### config.mk
export PLATFORM = sky130hd
export DESIGN_NAME = cs_gated_cmd_reg
export DESIGN_NICKNAME = d
export VERILOG_FILES = /design/src/rtl/cmdreg_pkg.sv /design/src/rtl/cmdreg_rst_sync.sv /design/src/rtl/cmdreg_cap_stage.sv /design/src/rtl/cs_gated_cmd_reg.sv
export SDC_FILE = /design/constraint.sdc
export NUM_CORES = 1
export LEC_CHECK = 0
export ABC_AREA = 1
export BUFFER_PORTS_ARGS = -buffer_cell sky130_fd_sc_hd__buf_2
export CORE_MARGIN = 2
export CORE_UTILIZATION = 34
export DETAILED_ROUTE_END_ITERATION = 10
export GPL_ROUTABILITY_DRIVEN = 0
export HOLD_SLACK_MARGIN = 0.1
export PLACE_DENSITY = 0.64
export SLEW_MARGIN = 30
export SYNTH_ARGS = -nofsm -noshare
export SYNTH_HDL_FRONTEND = slang
export SYNTH_SLANG_ARGS = --single-unit
export TNS_END_PERCENT = 1
### constraint.sdc
create_clock -name clk -period 1.1 [get_ports clk]
set_input_delay 0.055 -clock clk [delete_from_list [all_inputs] [get_ports clk]]
set_output_delay 0.055 -clock clk [all_outputs]
set_load 0.02 [all_outputs]
### src/rtl/cmdreg_pkg.sv
package cmdreg_pkg;

   // Meaning of the static mode pin
   typedef enum logic {
      CAPTURE_ALWAYS    = 1'b0,
      CAPTURE_ON_SELECT = 1'b1
   } gate_mode_e;

   localparam int DEF_GATED_W    = 22;
   localparam int DEF_CS_W       = 2;
   localparam int DEF_CKE_W      = 2;
   localparam int DEF_ODT_W      = 2;
   localparam int DEF_SYNC_STAGE = 2;

endpackage

### src/rtl/cmdreg_rst_sync.sv
module cmdreg_rst_sync #(
   parameter int STAGES = 2
) (
   input  logic clk,
   input  logic arst_n,
   output logic srst_n
);
   logic [STAGES-1:0] chain;

   always_ff @(posedge clk or negedge arst_n) begin
      if (!arst_n) chain <= '0;
      else         chain <= {chain[STAGES-2:0], 1'b1};
   end

   assign srst_n = chain[STAGES-1];
endmodule

### src/rtl/cmdreg_cap_stage.sv
module cmdreg_cap_stage #(
   parameter int W        = 8,
   parameter bit DUP_REGS = 1'b1
) (
   input  logic         clk,
   input  logic         srst_n,
   input  logic         load,
   input  logic [W-1:0] din,
   output logic [W-1:0] qa,
   output logic [W-1:0] qb
);
   if (DUP_REGS) begin : g_two_banks
      logic [W-1:0] bank_a, bank_b;
      always_ff @(posedge clk or negedge srst_n) begin
         if (!srst_n)   bank_a <= '0;
         else if (load) bank_a <= din;
      end
      always_ff @(posedge clk or negedge srst_n) begin
         if (!srst_n)   bank_b <= '0;
         else if (load) bank_b <= din;
      end
      assign qa = bank_a;
      assign qb = bank_b;
   end else begin : g_one_bank
      logic [W-1:0] bank;
      always_ff @(posedge clk or negedge srst_n) begin
         if (!srst_n)   bank <= '0;
         else if (load) bank <= din;
      end
      assign qa = bank;
      assign qb = bank;
   end
endmodule

### src/rtl/cs_gated_cmd_reg.sv
module cs_gated_cmd_reg
   import cmdreg_pkg::*;
#(
   parameter int GATED_W     = DEF_GATED_W,
   parameter int CS_W        = DEF_CS_W,
   parameter int CKE_W       = DEF_CKE_W,
   parameter int ODT_W       = DEF_ODT_W,
   parameter int SYNC_STAGES = DEF_SYNC_STAGE,
   parameter bit DUP_REGS    = 1'b1
) (
   input  logic               clk,
   input  logic               rst_n,
   input  logic               gate_en,
   input  logic [GATED_W-1:0] d_in,
   input  logic [CS_W-1:0]    cs_n,
   input  logic [CKE_W-1:0]   cke_in,
   input  logic [ODT_W-1:0]   odt_in,
   output logic [GATED_W-1:0] qa_d,
   output logic [GATED_W-1:0] qb_d,
   output logic [CS_W-1:0]    qa_cs_n,
   output logic [CS_W-1:0]    qb_cs_n,
   output logic [CKE_W-1:0]   qa_cke,
   output logic [CKE_W-1:0]   qb_cke,
   output logic [ODT_W-1:0]   qa_odt,
   output logic [ODT_W-1:0]   qb_odt
);
   localparam int CTRL_W = CS_W + CKE_W + ODT_W;

   // elaboration-time parameter checks
   if (GATED_W < 1) begin : g_bad_gated_w
      $error("GATED_W must be at least 1");
   end
   if (CS_W < 1) begin : g_bad_cs_w
      $error("CS_W must be at least 1");
   end
   if (CKE_W < 1 || ODT_W < 1) begin : g_bad_ctrl_w
      $error("CKE_W and ODT_W must be at least 1");
   end
   if (SYNC_STAGES < 2) begin : g_bad_sync
      $error("SYNC_STAGES must be at least 2");
   end

   logic       srst_n;
   gate_mode_e mode;
   logic       any_selected;
   logic       gated_load;
   logic [CTRL_W-1:0] ctrl_in, ctrl_qa, ctrl_qb;

   cmdreg_rst_sync #(.STAGES(SYNC_STAGES)) u_rst (
      .clk    (clk),
      .arst_n (rst_n),
      .srst_n (srst_n)
   );

   assign mode         = gate_mode_e'(gate_en);
   assign any_selected = ~&cs_n;
   assign gated_load   = (mode == CAPTURE_ALWAYS) || any_selected;

   cmdreg_cap_stage #(.W(GATED_W), .DUP_REGS(DUP_REGS)) u_gated (
      .clk    (clk),
      .srst_n (srst_n),
      .load   (gated_load),
      .din    (d_in),
      .qa     (qa_d),
      .qb     (qb_d)
   );

   assign ctrl_in = {cs_n, cke_in, odt_in};

   cmdreg_cap_stage #(.W(CTRL_W), .DUP_REGS(DUP_REGS)) u_ctrl (
      .clk    (clk),
      .srst_n (srst_n),
      .load   (1'b1),
      .din    (ctrl_in),
      .qa     (ctrl_qa),
      .qb     (ctrl_qb)
   );

   assign {qa_cs_n, qa_cke, qa_odt} = ctrl_qa;
   assign {qb_cs_n, qb_cke, qb_odt} = ctrl_qb;
endmodule

## After elaboration in Yosys (flattened, before gate mapping)

Index checks and enable logic that the tools add are counted.

| word-level totals | value |
|---|---|
| register bits after elaboration | 30 |
| logic and storage cells | 7 |

| cells by class | value |
|---|---|
| bitwise logic cells | 1 |
| reductions and logical operators | 3 |

Operator list:

| operator | number |
|---|---|
| $reduce_and 2->1 | 1 |
| $logic_not 1->1 | 1 |
| $logic_or 1x1->1 | 1 |
| $not 1->1 | 1 |

## Depth between registers and ports, before layout

Gate-level depths: netlist (run 1).

| depth | value |
|---|---|
| depth after elaboration | 3 |
| gate-level depth with buffers | 4 |
| depth with buffers taken out | 3 |

## Modules after synthesis

From an unflattened synthesis (run 1), not the netlist that was laid out.

| second synthesis, totals | value |
|---|---|
| cells, all modules | 151 |
| area total of the unflattened synthesis | 1333.8 um^2 |

By module, submodules not included:

| module | times used | cells each | area an instance (um^2) |
|---|---|---|---|
| cmdreg_cap_stage (u_gated) | 1 | 115 | 1004.7 |
| cmdreg_cap_stage (u_ctrl) | 1 | 31 | 266.5 |
| cmdreg_rst_sync | 1 | 3 | 53.8 |
| cs_gated_cmd_reg | 1 | 2 | 8.8 |

## Least setup slack after synthesis (run 1)

OpenSTA, ideal clock, no wires.

| timing | value |
|---|---|
| path kind | register to register |
| from | register, netlist name u_gated.qa[10] |
| to | register u_gated.g_two_banks.bank_a[10] (netlist: u_gated.qa[10]) |
| arrival time | 0.578 ns |
| path slack | 0.404 ns |
| cell stages (with the launch flop) | 3 |
| path buffers | 0 |
| cells stage by stage | dfrtp_1 nand4_1 nand2_1 |

RTL lines:

| element | RTL line | text |
|---|---|---|
| to (signal assigned) | cmdreg_cap_stage.sv:16 | `else if (load) bank_a <= din;` |
| to (decl) | cmdreg_cap_stage.sv:13 | `logic [W-1:0] bank_a, bank_b;` |

## Worst setup path after layout (run 1)

| timing | value |
|---|---|
| from | register u_gated.g_two_banks.bank_a[21] (netlist: u_gated.qa[21]) |
| to | output port qa_d[21] |

RTL lines:

| element | RTL line | text |
|---|---|---|
| to (decl) | cs_gated_cmd_reg.sv:18 | `output logic [GATED_W-1:0] qa_d,` |

No word-level cell between the ends.

==> results of run 1 <==
## flip-flops by register name, summed over array words and instances (netlist names)
register	flops
u_ctrl.qa	6
u_gated.qa	22
u_rst.chain	2
## layout by cell type, fill, tap and decap left out
master,synthesis,layout
nand3_1,1,1
buf_4,28,7
nand2_1,44,44
clkbuf_1,0,1
buf_2,8,86
dfrtp_1,30,30
clkbuf_8,0,6
dlygate4sd3_1,0,28
nand4_1,22,22
clkinv_2,0,1
conb_1,1,1
## logic make-up (layout without fill, tap and decap cells)
logic type,count (synthesis),after routing
DFF,30,30
other,1,1
and+or+nand+nor,67,67
buffers and inverters,36,129
## how the worst max path moves through the flow
| stage | cells past startpoint | from | end | slack (ps) |
|---|---|---|---|---|
| 5_1_grt | 1 | u_gated.qa[17]$_DFFE_PN0P_ | qa_d[17] | 140 |
| 6_report | 1 | u_gated.qa[21]$_DFFE_PN0P_ | qa_d[21] | 190 |
| 4_1_cts | 1 | u_gated.qa[17]$_DFFE_PN0P_ | qa_d[17] | 170 |
| 3_3_place_gp | 5 | cs_n[1] | u_gated.qa[5]$_DFFE_PN0P_ | 290 |
| 2_1_floorplan | 0 | u_rst.chain[1]$_DFF_PN0_ | u_ctrl.qa[0]$_DFF_PN0_ | 200 |
| 3_5_place_dp | 5 | gate_en | u_gated.qa[3]$_DFFE_PN0P_ | 270 |
## metrics by stage
| stage | worst slack (ps) | cells | area [sq um] | total power, mW |
|---|---|---|---|---|
| 6_report | 186 | 275 | 1980 | 2.74 |
| 3_5_place_dp | 273 | 239 | 1610 | 1.79 |
| 3_3_place_gp | 294 | 239 | 1610 | 1.78 |
| 4_1_cts | 172 | 275 | 1980 | 2.78 |
| 2_1_floorplan | 204 | 134 | 1310 | 1.65 |
| 5_1_grt | 136 | 275 | 1980 | 2.89 |
## per-layer routing
layer	GRT usage (%)	share of wire, %	vias to the layer above
met2	29.1	54	55
li1	-	-	601
met4	6.89	2.7	0
met3	7.33	5.6	10
met1	19.0	38	588
met5	0	0	-
## what timing repair did
item	CTS	global route
hold buffers	28	0
endpoints found under the hold margin	28	0
resized for setup	0	0
## power by group through the flow
stage	sequential (mW)	combinational (mW)	clock, mW
2_1_floorplan	1.35	0.295	0
3_5_place_dp	1.25	0.540	0
6_report	1.23	0.614	0.899
5_1_grt	1.24	0.667	0.978
4_1_cts	1.23	0.616	0.926
3_3_place_gp	1.25	0.534	0
## cell type report
cell class / instances / area, sq um / share of cell area [%]
Tap cell: 48 / 60.1 / 3.04
Sequential cell: 30 / 751 / 38.0
Clock buffer: 7 / 86.3 / 4.37
Clock inverter: 1 / 5.00 / 0.253
Timing Repair Buffer: 121 / 763 / 38.6
Multi-Input combinational cell: 68 / 312 / 15.8
==> impl_metrics.ini, run 1 <==
[yosys]
ys_seq_area_share_pct = 57.2
synth-edff-count = 0
synthesis.instances = 134
yosysMostFrequentCell = nand2_1
yosysTopAreaCell = dfrtp_1
yosys-top-cells-area = dfrtp_1 57%, buf_4 16%, nand2_1 13%, nand4_1 10%, buf_2 3.1%
synth_compound_area_share_pct = 0
yosys_warnings = 0
yosys.area_share.simple_pct = 23.5
avgSynthCellArea_sq_um = 9.79
synthArstFlopShare_pct = 100
synth_top_flop_cell = dfrtp_1
synth_fa_ha_area_share_pct = 0
synth_top_family_by_area = simple AND/OR/NAND/NOR gates
synth_top_area_share_pct = 57.2
synth-seq-cells = 30
syn_area_sq_um = 1310
muxShareOfSynthArea_pct = 0
synthTopCellsByCount = 44 x nand2_1, 30 x dfrtp_1, 28 x buf_4
synthXorXnorAreaFrac_pct = 0
synth_nets = 165
ys_types = 7

[critical_path]
regToRegSetupSlack_ps = 450
end_kind = output pin
r2r_cells = 2
crit_arrival_ps = 860
cp_cell_sequence = buf_2
crit_fanout = 3
required_ps = 1040
slowest_stage = dfrtp_1
critical_path_class = reg2out
cp_num_buf_inv = 1
r2r-start = u_gated.qa[17]$_DFFE_PN0P_
crit_family = flip-flops
critPathLaunchType = register
crit_path_max_incr_delay_ps = 410
r2r-end = u_gated.qa[17]$_DFFE_PN0P_

[timing]
skew_ps = 7.95
hold_violations = 0
setup_viol = 0
timing.hold.ws_ps = 132
fmax_mhz = 1090
rsz0062_at_grt = false
finalCritPeriodShare_pct = 83.1
fin_crit_ps = 914
drv_slew = 0
final.setup.tns_ps = 0

[hold_path]
min_path_cells = 3
min_from = cs_n[0]
min_path_type = in2reg
hold-path-endpoint = u_gated.qa[13]$_DFFE_PN0P_

[floorplan]
die_h_microns = 66.1
die_w_microns = 66.1
boundaryPins = 87
start_util_pct = 35.6
core_sq_um = 3690
die_area_sq_um = 4370
std_cell_rows = 22

[grt]
gr-usage-all-layers_pct = 17.2
grt_max_degree = 17
grt_pass1_vias = 1178
antenna_found_initial = 0
grt.overflow.total = 0
grt_pass1_wl_mm = 5.52

[route]
dr.first_iter.drc_count = 49
drt-total-wl_mm = 3.42
vias_per_cell = 4.56
vias = 1254
post-route-drc-count = 0
antenna_left = 0
post_drt_wl_per_cell_microns = 12.4
dr.pass1.iters = 4

[layout]
fill_cells = 344
syn_to_final_growth_pct = 50.6
utilization_pct = 53.6
drive_above_1_share_pct = 44.1
antenna_cells = 0
fin_nets = 257

[power_and_ir_drop]
intPower_mw = 1.93
clkPwrFrac_pct = 32.8
power_switching_mw = 0.813
p_comb_share_pct = 22.4
sw_frac_of_total_pct = 29.6
ir_worst_vdd_uv = 903
p_leak_nw = 1.08
powerDensity_nw_per_um2 = 1390
p_seq_share_pct = 44.9

[clock_tree]
h-tree-depth = 2
clock-root-buffer = clkbuf_8
cts_tree = yes
clkLatencyLatePin_ps = 280
cts_made_buffers = 5
cts.sink_count = 30
post-cts-setup-buffer-count = 0
clock_path_buffers = 2
clk_pin_slew_ps = 60

[placement]
portBuffers = 86
dp_hpwl_mm = 2.24

[outcome]
status = completed

[job]
cap_violations = 0
Note: power is estimated with default switching activity, not from simulation.
==> run 2: changes to the inputs <==
--- a/config.mk
+++ b/config.mk
@@ -5,14 +5,14 @@
 export SDC_FILE = /design/constraint.sdc
 export NUM_CORES = 1
 export LEC_CHECK = 0
-export ABC_AREA = 1
+export ABC_AREA = 0
 export BUFFER_PORTS_ARGS = -buffer_cell sky130_fd_sc_hd__buf_2
 export CORE_MARGIN = 2
 export CORE_UTILIZATION = 34
 export DETAILED_ROUTE_END_ITERATION = 10
 export GPL_ROUTABILITY_DRIVEN = 0
 export HOLD_SLACK_MARGIN = 0.1
-export PLACE_DENSITY = 0.64
+export PLACE_DENSITY = 0.67
 export SLEW_MARGIN = 30
 export SYNTH_ARGS = -nofsm -noshare
 export SYNTH_HDL_FRONTEND = slang
==> constraint.sdc (replaced) <==
create_clock -name clk -period 0.8 [get_ports clk]
set_input_delay 0.04 -clock clk [delete_from_list [all_inputs] [get_ports clk]]
set_output_delay 0.04 -clock clk [all_outputs]
set_load 0.02 [all_outputs]
==> impl_metrics.ini, run 2 <==
[yosys]
synth-edff-count = 0
synthTopCellsByCount = 30 x dfrtp_1, 28 x buf_4, 20 x mux2_4
ys_types = 7
synth_top_flop_cell = dfrtp_1
synth_top_area_share_pct = 56.9
yosys-top-cells-area = dfrtp_1 57%, mux2_4 23%, buf_4 16%, buf_6 1.7%, mux2_2 1.7%
avgSynthCellArea_sq_um = 15.7
ys_seq_area_share_pct = 56.9
yosysMostFrequentCell = dfrtp_1
synth_nets = 115
synthArstFlopShare_pct = 100
yosysTopAreaCell = dfrtp_1
yosys_warnings = 0
syn_area_sq_um = 1320
synthesis.instances = 84
synth-seq-cells = 30

[grt]
grt_pass1_vias = 1048
grt_max_degree = 19
antenna_found_initial = 0
gr-usage-all-layers_pct = 14.3
grt.overflow.total = 0
grt_pass1_wl_mm = 4.52

[route]
dr.pass1.iters = 2
drt-total-wl_mm = 2.97
post_drt_wl_per_cell_microns = 12.7
antenna_left = 0
vias_per_cell = 4.19
post-route-drc-count = 0
vias = 977
dr.first_iter.drc_count = 27

[outcome]
status = finished with violations
violations = negative setup slack

[floorplan]
die_h_microns = 66.3
boundaryPins = 87
std_cell_rows = 22
die_area_sq_um = 4400
start_util_pct = 35.8
core_sq_um = 3690
die_w_microns = 66.3

[power_and_ir_drop]
ir_worst_vdd_uv = 1180
powerDensity_nw_per_um2 = 1760
power.total_mw = 3.66
p_leak_nw = 1.12

[clock_tree]
clock-root-buffer = clkbuf_8
cts_tree = yes
cts_made_buffers = 5
clkLatencyLatePin_ps = 270
cts.sink_count = 30
clock_path_buffers = 2
h-tree-depth = 2
post-cts-setup-buffer-count = 0
clk_pin_slew_ps = 60

[layout]
final_common_cell = buf_2
layout_common_cells = 82 x buf_2, 29 x dlygate4sd3_1, 29 x dfrtp_1
stdcell_count = 233
drive_above_1_share_pct = 66.5
antenna_cells = 0
largest_reg_flops = 22
syn_to_final_growth_pct = 57.3
fin_nets = 216
fill_cells = 316

[timing]
skew_ps = 2.19
finalWorstSetupSlack_ps = -147
setup_viol = 60
drv_slew = 0
finalCritPeriodShare_pct = 118
fmax_mhz = 1060
fin_crit_ps = 947
hold_violations = 0
rsz0062_at_grt = true

[critical_path]
crit_fanout = 2
critical_path_class = reg2out
crit_arrival_ps = 910
required_ps = 760
end_kind = output pin
regToRegSetupSlack_ps = 10
critPathLaunchType = register

[placement]
dp_hpwl_mm = 1.98
dp_cells = 196
portBuffers = 86

[hold_path]
min_path_type = in2reg

[job]
cap_violations = 0
[run 2: where the power goes]
| part | total [mW] | internal, mW | switching (mW) | leakage, nW |
|---|---|---|---|---|
| Clock | 1.07 | 0.596 | 0.476 | 0.0383 |
| Sequential | 1.69 | 1.62 | 0.0717 | 0.349 |
| Combinational | 0.896 | 0.450 | 0.446 | 0.733 |
[run 2: worst paths after layout]
check,cells past startpoint,endpoint,startpoint
max,2,qb_d[10],u_gated.qa[10]$_DFFE_PN0P_
min,3,u_gated.qa[11]$_DFFE_PN0P_,d_in[11]
max reg2reg,1,u_gated.qa[19]$_DFFE_PN0P_,u_gated.qa[19]$_DFFE_PN0P_
min reg2reg,1,u_gated.qa[0]$_DFFE_PN0P_,u_rst.chain[1]$_DFF_PN0_
max in group asynchronous,3,u_rst.chain[1]$_DFF_PN0_,rst_n
min in group asynchronous,1,u_gated.qa[0]$_DFFE_PN0P_,u_rst.chain[1]$_DFF_PN0_
[run 2: cell families after synthesis]
logic type | synth area share (%)
flops | 56.9
buf+inv | 17.6
mux | 24.5
simple gates | 0.758
other cells | 0.284
[run 2: layer usage]
metal | GRT usage [%] | share of wire, % | vias to the layer above
met5 | 0 | 0 | -
met4 | 8.42 | 2.9 | 0
met3 | 4.94 | 6.7 | 8
met2 | 26.1 | 54 | 56
met1 | 13.5 | 36 | 469
li1 | - | - | 444
[run 2: final cells by class]
cell class / instances / area (sq um) / share of cell area, %
multi-input combinational: 24 / 337 / 16.2
timing repair buffer: 124 / 851 / 41.0
sequential: 30 / 752 / 36.2
clock buffer: 7 / 76.3 / 3.68
tap: 48 / 60.1 / 2.89
[run 2: worst max-delay path: stages (launching register included)]
cell and delay [ps]:
dfrtp_1 400, buf_6 130, buf_6 120
[run 2: repair_timing]
item	4_1_cts	5_1_grt
resized for setup	10	1
endpoints found under the hold margin	30	0
setup endpoints to repair	56	63
hold buffers	30	0
[run 2: per-stage QoR]
stage	util, %	hold WS [ps]	TNS (ps)	cell area, sq um	setup slack [ps]
after floorplan	-	-256	-1030	1320	-47.7
after global placement	45.1	-172	-2120	1660	-109
after detailed placement	45.1	-174	-2840	1660	-150
after CTS	56.2	204	-4390	2070	-161
after global routing	56.3	221	-5870	2080	-183
final	56.3	193	-3680	2080	-147
